`config.mk`:
```
export PLATFORM = sky130hd
export DESIGN_NAME = tmr_irq_router
export DESIGN_NICKNAME = d
export VERILOG_FILES = /design/src/rtl/tmr_irq_router.sv
export SDC_FILE = /design/constraint.sdc
export NUM_CORES = 1
export LEC_CHECK = 0
export BUFFER_PORTS_ARGS = -buffer_cell sky130_fd_sc_hd__clkbuf_2
export CAP_MARGIN = 30
export CORE_AREA = 2 2 59 67
export CTS_BUF_LIST = sky130_fd_sc_hd__clkbuf_4 sky130_fd_sc_hd__clkbuf_8
export DETAILED_ROUTE_END_ITERATION = 8
export DIE_AREA = 0 0 61 69
export PLACE_DENSITY = 0.85
export SYNTH_ARGS = -nofsm -noshare
export SYNTH_HDL_FRONTEND = slang
export SYNTH_SLANG_ARGS = --single-unit
```
`constraint.sdc`:
```
create_clock -name clk -period 3.9 [get_ports clk]
set_input_delay 0.195 -clock clk [delete_from_list [all_inputs] [get_ports clk]]
set_output_delay 0.195 -clock clk [all_outputs]
set_load 0.03 [all_outputs]
```
`src/rtl/tmr_irq_router.sv`:
```
module tmr_irq_router #(
  parameter int NCH = 5,
  localparam int NSRC = 3 * NCH,
  localparam int NDMA = NCH - 1,
  localparam int VW = $clog2(NSRC)
) (
  input  logic            clk,
  input  logic            rst_n,
  input  logic [NSRC-1:0] evt_set,
  input  logic [NSRC-1:0] ien,
  input  logic [NCH-1:0]  ch_pri,
  input  logic [NDMA-1:0] dma_sel,
  input  logic [NDMA-1:0] dma_ack,
  input  logic            sw_rd,
  input  logic            sw_wr,
  input  logic [NSRC-1:0] sw_wdata,
  output logic [NSRC-1:0] flags_o,
  output logic            irq_valid,
  output logic [VW-1:0]   irq_vec,
  output logic [NDMA-1:0] dma_req
);

  logic [NSRC-1:0] flags, armed, steer, ack_clr, cpu_req, pri_mask;

  for (genvar s = 0; s < NSRC; s++) begin : g_src
    if ((s % 3 == 0) && (s / 3 < NDMA)) begin : g_dma
      assign steer[s]   = dma_sel[s/3];
      assign ack_clr[s] = dma_sel[s/3] & dma_ack[s/3];
    end else begin : g_cpu
      assign steer[s]   = 1'b0;
      assign ack_clr[s] = 1'b0;
    end
    assign pri_mask[s] = ch_pri[s/3];
  end

  for (genvar c = 0; c < NDMA; c++) begin : g_dreq
    assign dma_req[c] = flags[3*c] & ien[3*c] & dma_sel[c];
  end

  assign cpu_req = flags & ien & ~steer;
  assign flags_o = flags;

  wire [NSRC-1:0] sw_clr = (sw_wr ? (armed & ~sw_wdata) : '0);

  always_ff @(posedge clk or negedge rst_n) begin
    if (!rst_n) begin
      flags <= '0;
      armed <= '0;
    end else begin
      flags <= (flags & ~(sw_clr | ack_clr)) | evt_set;
      armed <= sw_wr ? '0 : (armed | (sw_rd ? flags : '0));
    end
  end

  always_comb begin
    irq_valid = 1'b0;
    irq_vec   = '0;
    for (int p = 1; p >= 0; p--)
      for (int c = 0; c < NCH; c++)
        for (int s = 0; s < 3; s++)
          if (!irq_valid && cpu_req[3*c+s] && (ch_pri[c] == p[0])) begin
            irq_valid = 1'b1;
            irq_vec   = VW'(3*c + s);
          end
  end

  AST_VEC_LIVE: assert property (@(posedge clk) disable iff (!rst_n)
    irq_valid |-> (flags_o[irq_vec] && ien[irq_vec]));

  AST_NO_CPU_STEERED: assert property (@(posedge clk) disable iff (!rst_n)
    irq_valid |-> !steer[irq_vec]);

  AST_PRI_ORDER: assert property (@(posedge clk) disable iff (!rst_n)
    (irq_valid && !ch_pri[irq_vec/3]) |-> ((cpu_req & pri_mask) == '0));

  AST_SET_WINS: assert property (@(posedge clk) disable iff (!rst_n)
    $past(rst_n) |-> ((flags_o & $past(evt_set)) == $past(evt_set)));

  for (genvar c = 0; c < NDMA; c++) begin : g_adma
    AST_DMA_NEEDS_FLAG: assert property (@(posedge clk) disable iff (!rst_n)
      dma_req[c] |-> flags_o[3*c]);
  end

endmodule

```
==> flow_summary.toml <==
[outcome]
status = "finished, final reports clean"

[setup_path]
slowest_delay_ns = 0.53
crit_chain = "a222oi_1, nor2b_2, nor3_4, nand3_2, nor3_1, or4_1, clkbuf_2"
endpoint_kind = "output port"
rrSetupSlack_ns = 3.09
cp.required_ns = 3.70
reg2reg_to = "armed[13]"
worst-path-buf-inv = 1
r2r_cells = 2
path_delay_family = "simple AND/OR/NAND/NOR gates"
r2r_start = "flags_o[13]"
critPathLaunchType = "flop"
crit_fanout = 6
cpMaxStageDelayCell = "a222oi_1"
cp.arrival_ns = 2.41
crit_type = "flop to output port"

[sta]
hold_violations = 0
tightest_slew_ns = 0.733
setup_slack_ns = 1.29
fmax_ghz = 0.383
fin_crit_sh = 0.669
rsz0062_at_grt = "false"
fin_skew_ns = 0.00210
slew_violations = 0
setup_tns_ns = 0
min_period_ns = 2.61
setup-violations-final = 0
slew_headroom = 0.512

[cells_and_area]
nets = 354
fin_area_um2 = 2350
area_delta_synth_final_pct = 34.1
final_layout_size_suffix_gt1_frac = 0.369
diodes = 0
final_cell_count_no_fill = 343

[floorplan]
core_um2 = 3540
die_h_um = 69
die_x_um = 61
dieArea_um2 = 4210
boundaryPins = 86
rows = 23
initial_utilization = 0.494

[clocking]
cts_setup_buffers = 0
root_buffer = "clkbuf_8"
path_clk_slew_ns = 0.06
clk_latency_ns = 0.29
cts_tree = "yes"
postCtsHoldBufs = 1
clk_path_buf_depth = 2
cts_max_level = 2
cts_resized = 0
cts_sinks = 30
cts_made_buffers = 5

[grt]
grtUsageTotal = 0.254
gr-total-overflow = 0
grt_pass1_vias = 1809
antenna_found_initial = 0
grt_first_pass_wirelength_um = 8090
grt_max_degree = 31

[pwr]
powerDensity_nw_per_um2 = 373
vdd_ir_drop_max_mv = 0.292
p_leak_uw = 0.00112

[synth]
synth_top_cell_area_share = 0.429
yosysWarnings = 0
synth_compound_area_frac = 0.236
synth_xor_area_frac = 0
yosysTopAreaCell = "dfrtp_1"
synth_fp_nets = 265
ys_top_cells_by_count = "nand2_1 (33), dfrtp_1 (30), nor2_1 (22)"
synth_top_family_by_area = "simple AND/OR/NAND/NOR gates"
synth_area_leaders = "dfrtp_1 (43%), nand2_1 (7.1%), a21oi_1 (6.0%)"
ys_ff_latch = 30
yosysMostFrequentCell = "nand2_1"
synth-seq-area-share = 0.429
yosys.area_share.simple = 0.324
synthCells = 203
ys_types = 43
synth.area.mux_share = 0
synth_edf_count = 0
synthAdderAreaFrac = 0
syn-mean-instance-area_um2 = 8.62
ys_async_sr_fraction = 1.00
ys.flop_type = "dfrtp_1"
mappedNetlistArea_um2 = 1750

[drt]
first_pass_iters = 4
first_iter_violations = 137
wl_per_cell_um = 14.6
route.vias.total = 1925
detail_route.wirelength_um = 5000
postRouteAntennaNets = 0
routed_via_density = 5.61
drc = 0

[hold_path]
hold_end = "flags_o[10]"
hp-start = "evt_set[10]"
min_path_type = "input port to flop"
hold_depth = 2

[placement]
hpwl_um = 3890
dp.cells = 334
pre_cts_ws_ns = 1.64
placed_area_um2 = 2220
numPortBuffers = 85
gp_congestion = 1.01

[run]
cap_violations = 0
## sequential cells by signal (all words and copies together), names as in the netlist
name	count
armed	15
flags_o	15
## cells by family after synthesis
logic type | after synthesis
AND/OR/NAND/NOR | 107
buffers and inverters | 5
flip-flops | 30
AO/OA/AOI/OAI | 61
## per-layer routing
| layer | GRT usage | up-vias | part of all wire | routed length, um |
|---|---|---|---|---|
| met5 | 0 | - | 0 | 0 |
| li1 | - | 936 | - | - |
| met2 | 0.413 | 67 | 0.52 | 2590 |
| met4 | 0.101 | 0 | 0.027 | 136 |
| met3 | 0.0563 | 13 | 0.049 | 247 |
| met1 | 0.318 | 909 | 0.41 | 2030 |
## worst reg2reg max path, stage by stage (launching register included)
cell	delay, ns
dfrtp_1	0.43
a21oi_1	0.17
nor2_1	0.06
## worst max path at each step
| stage | slack, ns | cells after the start | from | end |
|---|---|---|---|---|
| after CTS | 1.32 | 7 | flags_o[12] | irq_vec[0] |
| after global routing | 1.05 | 7 | flags_o[12] | irq_vec[1] |
| after global placement | 1.69 | 7 | flags_o[12] | irq_vec[2] |
| after floorplan | 1.46 | 5 | flags_o[12] | irq_vec[3] |
| after detailed placement | 1.64 | 7 | flags_o[12] | irq_vec[0] |
| final | 1.29 | 7 | flags_o[13] | irq_vec[0] |
## power breakdown
part	internal, uW	switching, uW	leakage (uW)	total [uW]
registers	332	18.4	0.000332	350
logic	80.1	126	0.000726	206
clock network	205	113	0.0000593	318
total	616	257	0.00112	874
## metrics by stage
step           power, uW  hold slack, ns  utilization
4_1_cts              878          0.0921        0.663
3_5_place_dp         558           0.288        0.628
5_1_grt              914          0.0972        0.663
3_3_place_gp         555           0.278        0.628
2_1_floorplan        477          -0.101            -
6_report             874          0.0952        0.663
## cell usage in the layout, fill, tap and decap left out, types with 4 or more instances in the layout
master and instances:
nand2b_1 10, nand3_1 9, nor2_1 22, and3_1 4
o21ai_0 12, nand3b_1 7, clkbuf_8 5, a31o_2 4
dfrtp_1 30, a21oi_1 21, nor3_1 4, nand2_1 33
nand4_1 5, clkbuf_2 85
## cell type report
type / count / area [um2]
clock buffer: 7 / 83.8
tap: 50 / 62.6
sequential: 30 / 751
clock inverter: 1 / 30.0
multi-input combinational: 168 / 980
timing repair buffer: 86 / 435
fill: 346 / 1190
inverter: 1 / 3.75
Note: power is estimated with default switching activity, not from simulation.
